File: src/rtl/uart_rxq_pkg.sv
package uart_rxq_pkg;

    localparam int unsigned CHAR_W  = 8;
    localparam int unsigned REG_W   = 16;
    localparam int unsigned CAUSE_N = 3;

    // cause index doubles as enable and raw bit position
    localparam int unsigned CAUSE_OVR = 0;
    localparam int unsigned CAUSE_THR = 1;
    localparam int unsigned CAUSE_TMO = 2;

    typedef struct packed {
        logic              frm;
        logic              par;
        logic              brk;
        logic [CHAR_W-1:0] data;
    } rxq_entry_t;

    typedef enum logic [1:0] {
        ADDR_CTRL  = 2'd0,
        ADDR_LEVEL = 2'd1,
        ADDR_IRQ   = 2'd2,
        ADDR_DATA  = 2'd3
    } rxq_addr_e;

endpackage

File: src/rtl/rxq_store.sv
module rxq_store
    import uart_rxq_pkg::*;
#(
    parameter int unsigned DEPTH = 16,
    localparam int unsigned AW = $clog2(DEPTH),
    localparam int unsigned CW = AW + 1
) (
    input  logic          clk_i,
    input  logic          rst_ni,
    input  logic          push_req_i,
    input  rxq_entry_t    entry_i,
    input  logic          pop_req_i,
    input  logic          flush_i,
    output rxq_entry_t    head_o,
    output logic [CW-1:0] count_o,
    output logic          ovr_o,
    output logic          push_ok_o,
    output logic          pop_ok_o
);

    typedef struct packed {
        logic [AW-1:0] wp;
        logic [AW-1:0] rp;
        logic [CW-1:0] cnt;
        logic          ovr;
    } store_st_t;

    store_st_t st_d, st_q;
    rxq_entry_t mem_q [DEPTH];

    logic full, empty, drop;

    function automatic logic [AW-1:0] ptr_next(input logic [AW-1:0] p);
        return (p == AW'(DEPTH - 1)) ? '0 : p + 1'b1;
    endfunction

    always_comb begin
        full      = (st_q.cnt == CW'(DEPTH));
        empty     = (st_q.cnt == '0);
        push_ok_o = push_req_i && !full && !flush_i;
        pop_ok_o  = pop_req_i && !empty && !flush_i;
        drop      = push_req_i && full && !flush_i;

        st_d = st_q;
        if (flush_i) begin
            st_d = '0;
        end else begin
            if (push_ok_o) st_d.wp = ptr_next(st_q.wp);
            if (pop_ok_o)  st_d.rp = ptr_next(st_q.rp);
            st_d.cnt = st_q.cnt + CW'(push_ok_o) - CW'(pop_ok_o);
            if (drop) st_d.ovr = 1'b1;
        end
    end

    always_ff @(posedge clk_i or negedge rst_ni) begin
        if (!rst_ni) st_q <= '0;
        else         st_q <= st_d;
    end

    always_ff @(posedge clk_i) begin
        if (push_ok_o) mem_q[st_q.wp] <= entry_i;
    end

    assign head_o  = mem_q[st_q.rp];
    assign count_o = st_q.cnt;
    assign ovr_o   = st_q.ovr;

    // fill level never exceeds the depth
    p_count_bound_r1: assert property (@(posedge clk_i) disable iff (!rst_ni)
        count_o <= CW'(DEPTH));

    // a pop on an empty queue leaves it empty
    p_empty_pop_r2: assert property (@(posedge clk_i) disable iff (!rst_ni)
        (pop_req_i && count_o == '0 && !push_req_i) |=> (count_o == '0));

    // arrival on a full queue is dropped and flagged
    p_drop_full_r4: assert property (@(posedge clk_i) disable iff (!rst_ni)
        (push_req_i && count_o == CW'(DEPTH) && !pop_req_i && !flush_i)
        |=> (count_o == CW'(DEPTH) && ovr_o));

    // overrun persists until a flush
    p_ovr_sticky_r5: assert property (@(posedge clk_i) disable iff (!rst_ni)
        (ovr_o && !flush_i) |=> ovr_o);

    // flush empties the queue and clears overrun
    p_flush_clears_r6: assert property (@(posedge clk_i) disable iff (!rst_ni)
        flush_i |=> (count_o == '0 && !ovr_o));

endmodule

File: src/rtl/rxq_timer.sv
module rxq_timer #(
    parameter int unsigned TMO_W = 8
) (
    input  logic             clk_i,
    input  logic             rst_ni,
    input  logic             tick_i,
    input  logic             restart_i,
    input  logic             nonempty_i,
    input  logic [TMO_W-1:0] limit_i,
    output logic             expired_o
);

    typedef struct packed {
        logic [TMO_W-1:0] cnt;
    } timer_st_t;

    timer_st_t st_d, st_q;

    always_comb begin
        st_d = st_q;
        if (!nonempty_i || restart_i || limit_i == '0) begin
            st_d.cnt = '0;
        end else if (tick_i && st_q.cnt < limit_i) begin
            st_d.cnt = st_q.cnt + 1'b1;
        end
        expired_o = nonempty_i && (limit_i != '0) && (st_q.cnt >= limit_i);
    end

    always_ff @(posedge clk_i or negedge rst_ni) begin
        if (!rst_ni) st_q <= '0;
        else         st_q <= st_d;
    end

    // an empty queue forces the wait counter to zero
    p_idle_zero_r8: assert property (@(posedge clk_i) disable iff (!rst_ni)
        !nonempty_i |=> (st_q.cnt == '0));

    // without ticks or activity the wait count holds
    p_hold_no_tick_r8: assert property (@(posedge clk_i) disable iff (!rst_ni)
        (nonempty_i && !restart_i && !tick_i && limit_i != '0) |=> $stable(st_q.cnt));

endmodule

File: src/rtl/rxq_regs.sv
module rxq_regs
    import uart_rxq_pkg::*;
#(
    parameter int unsigned DEPTH = 16,
    parameter int unsigned TMO_W = 8,
    localparam int unsigned CW = $clog2(DEPTH) + 1
) (
    input  logic               clk_i,
    input  logic               rst_ni,
    input  logic               wr_i,
    input  logic [1:0]         addr_i,
    input  logic [REG_W-1:0]   wdata_i,
    output logic               flush_o,
    output logic [TMO_W-1:0]   tmo_o,
    output logic [CW-1:0]      thresh_o,
    output logic [CAUSE_N-1:0] mask_o
);

    typedef struct packed {
        logic               flush;
        logic [TMO_W-1:0]   tmo;
        logic [CW-1:0]      thresh;
        logic [CAUSE_N-1:0] mask;
    } regs_st_t;

    localparam regs_st_t RST_VAL = '{
        flush:  1'b0,
        tmo:    TMO_W'(1),
        thresh: CW'(DEPTH / 2),
        mask:   '0
    };

    regs_st_t st_d, st_q;
    logic     unused_wdata;
    logic     ctrl_wr;

    assign unused_wdata = ^wdata_i;

    always_comb begin
        st_d       = st_q;
        st_d.flush = 1'b0;
        ctrl_wr    = wr_i && (addr_i == ADDR_CTRL);
        if (wr_i) begin
            case (addr_i)
                ADDR_CTRL: begin
                    st_d.flush = wdata_i[0];
                    st_d.tmo   = wdata_i[8 +: TMO_W];
                end
                ADDR_LEVEL: st_d.thresh = wdata_i[CW-1:0];
                ADDR_IRQ:   st_d.mask   = wdata_i[CAUSE_N-1:0];
                default:    ;
            endcase
        end
    end

    always_ff @(posedge clk_i or negedge rst_ni) begin
        if (!rst_ni) st_q <= RST_VAL;
        else         st_q <= st_d;
    end

    assign flush_o  = st_q.flush;
    assign tmo_o    = st_q.tmo;
    assign thresh_o = st_q.thresh;
    assign mask_o   = st_q.mask;

    // the flush bit drops by itself one cycle after it is set
    p_flush_selfclear_r6: assert property (@(posedge clk_i) disable iff (!rst_ni)
        (flush_o && !(ctrl_wr && wdata_i[0])) |=> !flush_o);

endmodule

File: src/rtl/uart_rx_queue.sv
module uart_rx_queue
    import uart_rxq_pkg::*;
#(
    parameter int unsigned DEPTH = 16,
    parameter int unsigned TMO_W = 8,
    localparam int unsigned CW = $clog2(DEPTH) + 1
) (
    input  logic              clk_i,
    input  logic              rst_ni,
    input  logic              char_valid_i,
    input  logic [CHAR_W-1:0] char_data_i,
    input  logic              char_brk_i,
    input  logic              char_par_i,
    input  logic              char_frm_i,
    input  logic              char_tick_i,
    input  logic              reg_wr_i,
    input  logic              reg_rd_i,
    input  logic [1:0]        reg_addr_i,
    input  logic [REG_W-1:0]  reg_wdata_i,
    output logic [REG_W-1:0]  reg_rdata_o,
    output logic              irq_o
);

    rxq_entry_t         in_entry, head;
    logic [CW-1:0]      count, thresh;
    logic [TMO_W-1:0]   tmo;
    logic [CAUSE_N-1:0] mask, raw;
    logic               ovr, flush, expired, nonempty;
    logic               push_ok, pop_ok, pop_req;

    assign in_entry = '{frm: char_frm_i, par: char_par_i, brk: char_brk_i, data: char_data_i};
    assign pop_req  = reg_rd_i && (reg_addr_i == ADDR_DATA);
    assign nonempty = (count != '0);

    rxq_regs #(.DEPTH(DEPTH), .TMO_W(TMO_W)) i_regs (
        .clk_i    (clk_i),
        .rst_ni   (rst_ni),
        .wr_i     (reg_wr_i),
        .addr_i   (reg_addr_i),
        .wdata_i  (reg_wdata_i),
        .flush_o  (flush),
        .tmo_o    (tmo),
        .thresh_o (thresh),
        .mask_o   (mask)
    );

    rxq_store #(.DEPTH(DEPTH)) i_store (
        .clk_i      (clk_i),
        .rst_ni     (rst_ni),
        .push_req_i (char_valid_i),
        .entry_i    (in_entry),
        .pop_req_i  (pop_req),
        .flush_i    (flush),
        .head_o     (head),
        .count_o    (count),
        .ovr_o      (ovr),
        .push_ok_o  (push_ok),
        .pop_ok_o   (pop_ok)
    );

    rxq_timer #(.TMO_W(TMO_W)) i_timer (
        .clk_i      (clk_i),
        .rst_ni     (rst_ni),
        .tick_i     (char_tick_i),
        .restart_i  (push_ok || pop_ok),
        .nonempty_i (nonempty),
        .limit_i    (tmo),
        .expired_o  (expired)
    );

    always_comb begin
        raw            = '0;
        raw[CAUSE_OVR] = ovr;
        raw[CAUSE_THR] = (count > thresh);
        raw[CAUSE_TMO] = expired;
        irq_o          = |(raw & mask);

        reg_rdata_o = '0;
        case (reg_addr_i)
            ADDR_CTRL: begin
                reg_rdata_o[0]          = flush;
                reg_rdata_o[8 +: TMO_W] = tmo;
            end
            ADDR_LEVEL: reg_rdata_o[CW-1:0] = thresh;
            ADDR_IRQ: begin
                reg_rdata_o[CAUSE_N-1:0]   = mask;
                reg_rdata_o[8 +: CAUSE_N]  = raw;
                reg_rdata_o[11]            = nonempty;
            end
            default: begin
                if (nonempty) begin
                    reg_rdata_o[CHAR_W-1:0] = head.data;
                    reg_rdata_o[8]          = 1'b1;
                    reg_rdata_o[9]          = head.brk;
                    reg_rdata_o[10]         = head.par;
                    reg_rdata_o[11]         = head.frm;
                end
            end
        endcase
    end

    // a data read from an empty queue never reports valid
    p_empty_read_invalid_r2: assert property (@(posedge clk_i) disable iff (!rst_ni)
        (reg_addr_i == ADDR_DATA && count == '0) |-> !reg_rdata_o[8]);

    // no enabled cause means no interrupt
    p_masked_quiet_r9: assert property (@(posedge clk_i) disable iff (!rst_ni)
        (mask == '0) |-> !irq_o);

endmodule

File: config.mk
export PLATFORM = sky130hd
export DESIGN_NAME = uart_rx_queue
export DESIGN_NICKNAME = d
export VERILOG_FILES = /design/src/rtl/uart_rxq_pkg.sv /design/src/rtl/rxq_store.sv /design/src/rtl/rxq_timer.sv /design/src/rtl/rxq_regs.sv /design/src/rtl/uart_rx_queue.sv
export SDC_FILE = /design/constraint.sdc
export NUM_CORES = 1
export LEC_CHECK = 0
export ABC_AREA = 1
export BUFFER_PORTS_ARGS = -buffer_cell sky130_fd_sc_hd__buf_2
export CAP_MARGIN = 20
export CELL_PAD_IN_SITES_DETAIL_PLACEMENT = 1
export CELL_PAD_IN_SITES_GLOBAL_PLACEMENT = 1
export CORE_ASPECT_RATIO = 0.75
export CORE_MARGIN = 5
export CORE_UTILIZATION = 49
export DETAILED_ROUTE_END_ITERATION = 10
export GPL_TIMING_DRIVEN = 1
export PLACE_DENSITY_LB_ADDON = 0.1
export SLEW_MARGIN = 20
export SYNTH_ARGS = -nofsm -noshare
export SYNTH_HDL_FRONTEND = slang
export SYNTH_SLANG_ARGS = --single-unit
File: constraint.sdc
create_clock -name clk_i -period 3.31 [get_ports clk_i]
set_input_delay 0 -clock clk_i [delete_from_list [all_inputs] [get_ports clk_i]]
set_output_delay 0 -clock clk_i [all_outputs]
set_load 0.02 [all_outputs]
# Word-level counts from Yosys, hierarchy flattened
# Memories as Yosys holds them, arrays and structs flattened.
# Cells that the tools add are included.
dict set report totals {
  reg_bits 39
  ram_bits 176
  inputBits 35
  memories 1
}
# name words width read_ports rd_clocked_by_memory_dff write_ports line
set memory_table {}
lappend memory_table {i_store.mem_q 16 11 1 0 1 rxq_store.sv:29} ;# rxq_entry_t mem_q [DEPTH];
dict set report classes {
  n_addsub 5
  order_cmp 3
  eq_ne 6
  n_mux 21
  bitwise_logic 1
  reduce_logical 32
}
# cell count
set ops {}
lappend ops {{$mux W4} 5}
lappend ops {{$mux W17} 1}
lappend ops {{$mux W8} 2}
lappend ops {{$mux W14} 1}
lappend ops {{$mux W12} 1}
lappend ops {{$pmux W4 S3} 1}
lappend ops {{$logic_and A1 B1 Y1} 10}
lappend ops {{$mux W9} 1}
lappend ops {{$add A4 B1 Y4 const B} 2}
lappend ops {{$add A8 B1 Y8 const B} 1}
lappend ops {{$eq A4 B4 Y1 const B} 2}
lappend ops {{$ge A8 B8 Y1} 1}
lappend ops {{$logic_not A8 Y1} 1}
lappend ops {{$lt A8 B8 Y1} 1}
lappend ops {{$reduce_bool A2 Y1} 4}
lappend ops {{$reduce_bool A8 Y1} 1}
lappend ops {{$mux W3} 2}
lappend ops {{$pmux W2 S3} 1}
lappend ops {{$reduce_and A2 Y1} 3}
lappend ops {{$reduce_or A3 Y1} 2}
lappend ops {{$add A5 B1 Y5} 1}
lappend ops {{$eq A5 B5 Y1 const B} 1}
lappend ops {{$gt A5 B5 Y1} 1}
lappend ops {{$logic_not A5 Y1} 1}
lappend ops {{other kinds (13)} 21}

# Longest topological paths before layout
dict set report logic_depth {
  word_depth 8
  depth_mapped 14
}

# Cells and area by module
# A second synthesis with hierarchy kept.
dict set report unflattened {
  hier_cells 1130
  hier_area_um2 10568.9
}
# mod instances cells_each area_each_um2 seq_area_each_um2
set by_module_without_submodules {}
lappend by_module_without_submodules {rxq_store 1 847 8624.5 5635.4}
lappend by_module_without_submodules {rxq_timer 1 112 774.5 200.2}
lappend by_module_without_submodules {rxq_regs 1 76 719.4 427.9}
lappend by_module_without_submodules {uart_rx_queue 1 95 450.4 0.0}

# Worst setup path before layout
# OpenSTA, ideal clock, no wires.
dict set report synth_timing {
  path_type {register -> register}
  startpoint {register i_store.st_q (netlist bit i_store.count_o[3])}
  endpoint {register i_store.st_q (netlist bit i_store.count_o[4])}
  arrival_time_ps 2283
  path_slack_ps 902
  path_stages_with_launch 15
  path_buffers 0
  path_cell_list {dfrtp_1 inv_1 ha_1 nand3_2 nor2_2 nor3_4 ha_1 inv_1 ha_1 fa_1 nand2_1 nand2_1 a21oi_1 xor2_1 nor2_1}
}
# element line
set synth_rtl {}
lappend synth_rtl {{start: declaration} rxq_store.sv:28} ;# store_st_t st_d, st_q;
lappend synth_rtl {{start signal: assignment} rxq_store.sv:57} ;# else st_q <= st_d;

==> key figures <==
Status
  • Status: finished clean

Yosys
  • Synth warnings: 0
  • Seq cells post-synth: 215
  • Top cell type by total area after synthesis: edfxtp_1
  • Share of synthesized flip-flops with an asynchronous set or reset: 18.14%
  • Register area share after synthesis: 64.68%
  • Synth top area share: 54.57%
  • Synth cell types: 35
  • Synthesized net count: 989
  • Top_reg_cell synth: edfxtp_1
  • Post-synth EDFFs: 176
  • Most frequent cell after synthesis: nand2_1
  • Cell count after synthesis: 928
  • Synth top cells by count: nand2_1 (180), edfxtp_1 (176), nor2_1 (136)
  • Synthesized area: 0.009684 mm²
  • Syn Area/Cell: 10.44 µm²
  • Main area contributors after synthesis: edfxtp_1 (55%), dfrtp_1 (9.6%), nand2_1 (7.0%), nand3_1 (5.5%), nor2_1 (5.3%)

Finish
  • Final non-filler cell total: 1283
  • Layout Nets: 1077
  • Layout area overhead: 16.86%
  • Share of layout cells above drive strength 1: 11.76%

Detailed routing
  • DR vias/cell: 5.569
  • DR pass1 iterations: 4
  • ANT nets after route: 0
  • Vias: 7145
  • DRC: 0
  • WL final: 26.62 mm
  • WL/cell: 20.75 µm
  • Drt initial violations: 593

Die
  • Io pins: 52
  • Core Area: 0.01938 mm²
  • # rows: 44
  • Die area: 0.02270 mm²
  • Height of the chip: 131.8 µm
  • Initial Util: 49.97%
  • Die span in x: 172.3 µm

Critical path
  • R2R Setup Slk: 550 ps
  • Endpoint type of the worst setup path: flip-flop
  • Startpoint types: flip-flop
  • Worst path most repeated cell: ha_1
  • Slowest cell delay on critical path: 420 ps
  • CP Data Required Time: 3680 ps
  • Top fanout value on the critical path: 5
  • Crit-path cells: inv_1 -> ha_1 -> nand3_2 -> nor2_2 -> nor3_4 -> ha_1 -> inv_1 -> ha_1 -> fa_1 -> nand2_1 -> nand2_1 -> a21oi_1 -> xor2_1 -> nor2_1
  • Cell at the slowest stage of the critical path: dfrtp_1
  • Worst EP arrival: 3130 ps
  • CP Class: flip-flop to flip-flop

Timing
  • Final setup TNS: 0 ps
  • Worst-margin pin slew: 955.7 ps
  • Slew Viols, Final: 0
  • Setup WS post-layout: 547.6 ps
  • Final period util: 83.46%
  • Final Hold Vio Count: 0
  • Final setup violation count: 0
  • Achievable Freq: 0.3620 GHz
  • Tmin final: 2762 ps
  • Final Skew: 8.452 ps
  • RSZ-0062 raised after global routing: false
  • Max_slew headroom: 36.28%

Pwr
  • Pwr per Cell Area: 753.6 mW/mm²
  • LEAKAGE: 4.691 nW
  • Pwr Total: 8.529 mW
  • Worst vdd ir: 0.0005497 V

GRT
  • Antenna violations before repair: 1
  • Total grt overflow: 0
  • GRT Total Usage: 23.88%
  • Largest net degree at the start of global routing: 110
  • Vias in the first global route: 7566
  • First-pass GRT wire length: 42.16 mm

Place
  • Gpl congestion: 0.8135
  • Post-place setup slack: 555.8 ps
  • Post-detail-place hpwl: 17.27 mm
  • PortBufs: 48
  • Placed Cells: 1216

CTS
  • CTS buffer count: 22
  • Gates resized, CTS repair: 0
  • CTS tree: done
  • Hold buffer count at cts: 29
  • Clk_lat worst skew: 500 ps
  • Clock buffer depth: 3
  • Root buf cell: clkbuf_16
  • H-Tree Depth: 1
  • Clock transition at path regs: 60 ps
  • Postcts setup bufs: 0
  • Clock sink total: 215

Hold path
  • Hold Path Class: primary input to flip-flop

Flow run
  • Max-Cap Viols: 0
## logic make-up (layout without fill, tap and decap cells)
family          count (synthesis)  count (layout)  synth area share [%]
simple gates                  434             434                 18.76
flops                         215             215                 64.68
buf+inv                       126             227                 5.465
compound gates                118             118                 6.848
fa+ha+maj                      26              26                 3.437
xor+xnor                        9               9                0.8140
other cells                     0               1                     0
## cells in the final DEF (no fill, tap or decap), types with 2 or more instances in the layout
master	count
a21oi_1	22
buf_12	3
buf_2	48
buf_4	21
bufinv_16	4
clkbuf_16	23
clkinv_1	4
clkinv_2	4
dfrtp_1	36
dfstp_2	2
dlygate4sd3_1	29
edfxtp_1	176
ha_1	25
inv_1	85
inv_2	4
nand2_1	180
nand3_1	106
nand3_2	2
nand4_1	2
nor2_1	136
nor3_2	3
o211ai_1	23
o21ai_0	63
o21ai_1	3
o22ai_1	3
xnor2_1	2
xor2_1	7
## final cells by class
type | instances | area (µm²)
Antenna cell | 1 | 2.502
Tap cell | 253 | 316.6
Timing Repair Buffer | 101 | 748.2
Fill cell | 2080 | 8061
Inverter | 89 | 334.1
Clock inverter | 13 | 162.7
Multi-Input combinational cell | 587 | 2907
Clock buffer | 24 | 579.3
Sequential cell | 215 | 6267
## registers in the layout (all words and copies together) (netlist names), 3 cells and up
name	cells
i_store.st_q	8
i_timer.st_q	8
i_regs.mask_o	3
i_store.count_o	5
i_regs.thresh_o	5
i_store.mem_q	176
i_regs.tmo_o	8
## power by group
group | switching, mW | internal (mW) | leakage (nW)
combinational | 1.77 | 0.818 | 2.26
sequential | 0.145 | 3.22 | 2.07
clock | 1.01 | 1.56 | 0.363
## critical path, delay by kind of cell (launching register included)
kind / cells / cell delay, ps
compound gates: 1 / 170
xor+xnor: 1 / 180
simple gates: 6 / 600
fa+ha+maj: 4 / 1140
flops: 1 / 420
buf+inv: 2 / 140
## per-layer routing
metal  wire [µm]  track usage (%)
met4         616            5.849
met5           0                0
met3        1430            3.867
met2       12780            38.33
met1       11800            34.30
## worst paths after layout
| check | from | to | depth (start not counted) |
|---|---|---|---|
| worst max-delay path | i_store.count_o[3]$_DFF_PN0_ | i_store.count_o[4]$_DFF_PN0_ | 14 |
| worst max register to register | i_store.count_o[3]$_DFF_PN0_ | i_store.count_o[4]$_DFF_PN0_ | 14 |
| max in group asynchronous | rst_ni | i_store.st_q[6]$_DFFE_PN0P_ | 2 |
| worst min register to register | i_regs.thresh_o[1]$_DFFE_PN0P_ | i_regs.thresh_o[1]$_DFFE_PN0P_ | 2 |
| worst min-delay path | reg_addr_i[0] | i_regs.mask_o[0]$_DFFE_PN0P_ | 4 |
| min in group asynchronous | rst_ni | i_timer.st_q[2]$_DFFE_PN0P_ | 2 |
## per-stage QoR
| stage | util (%) | hold slack [ps] | area (µm²) |
|---|---|---|---|
| final | 58.40 | 57.15 | 11320 |
| after global routing | 58.40 | 87.26 | 11320 |
| after detailed placement | 53.06 | 189.2 | 10280 |
| after global placement | 53.06 | 181.4 | 10280 |
| after floorplan | - | -295.6 | 9684 |
| after CTS | 58.39 | 25.18 | 11310 |
(Power assumes the default switching activity.)
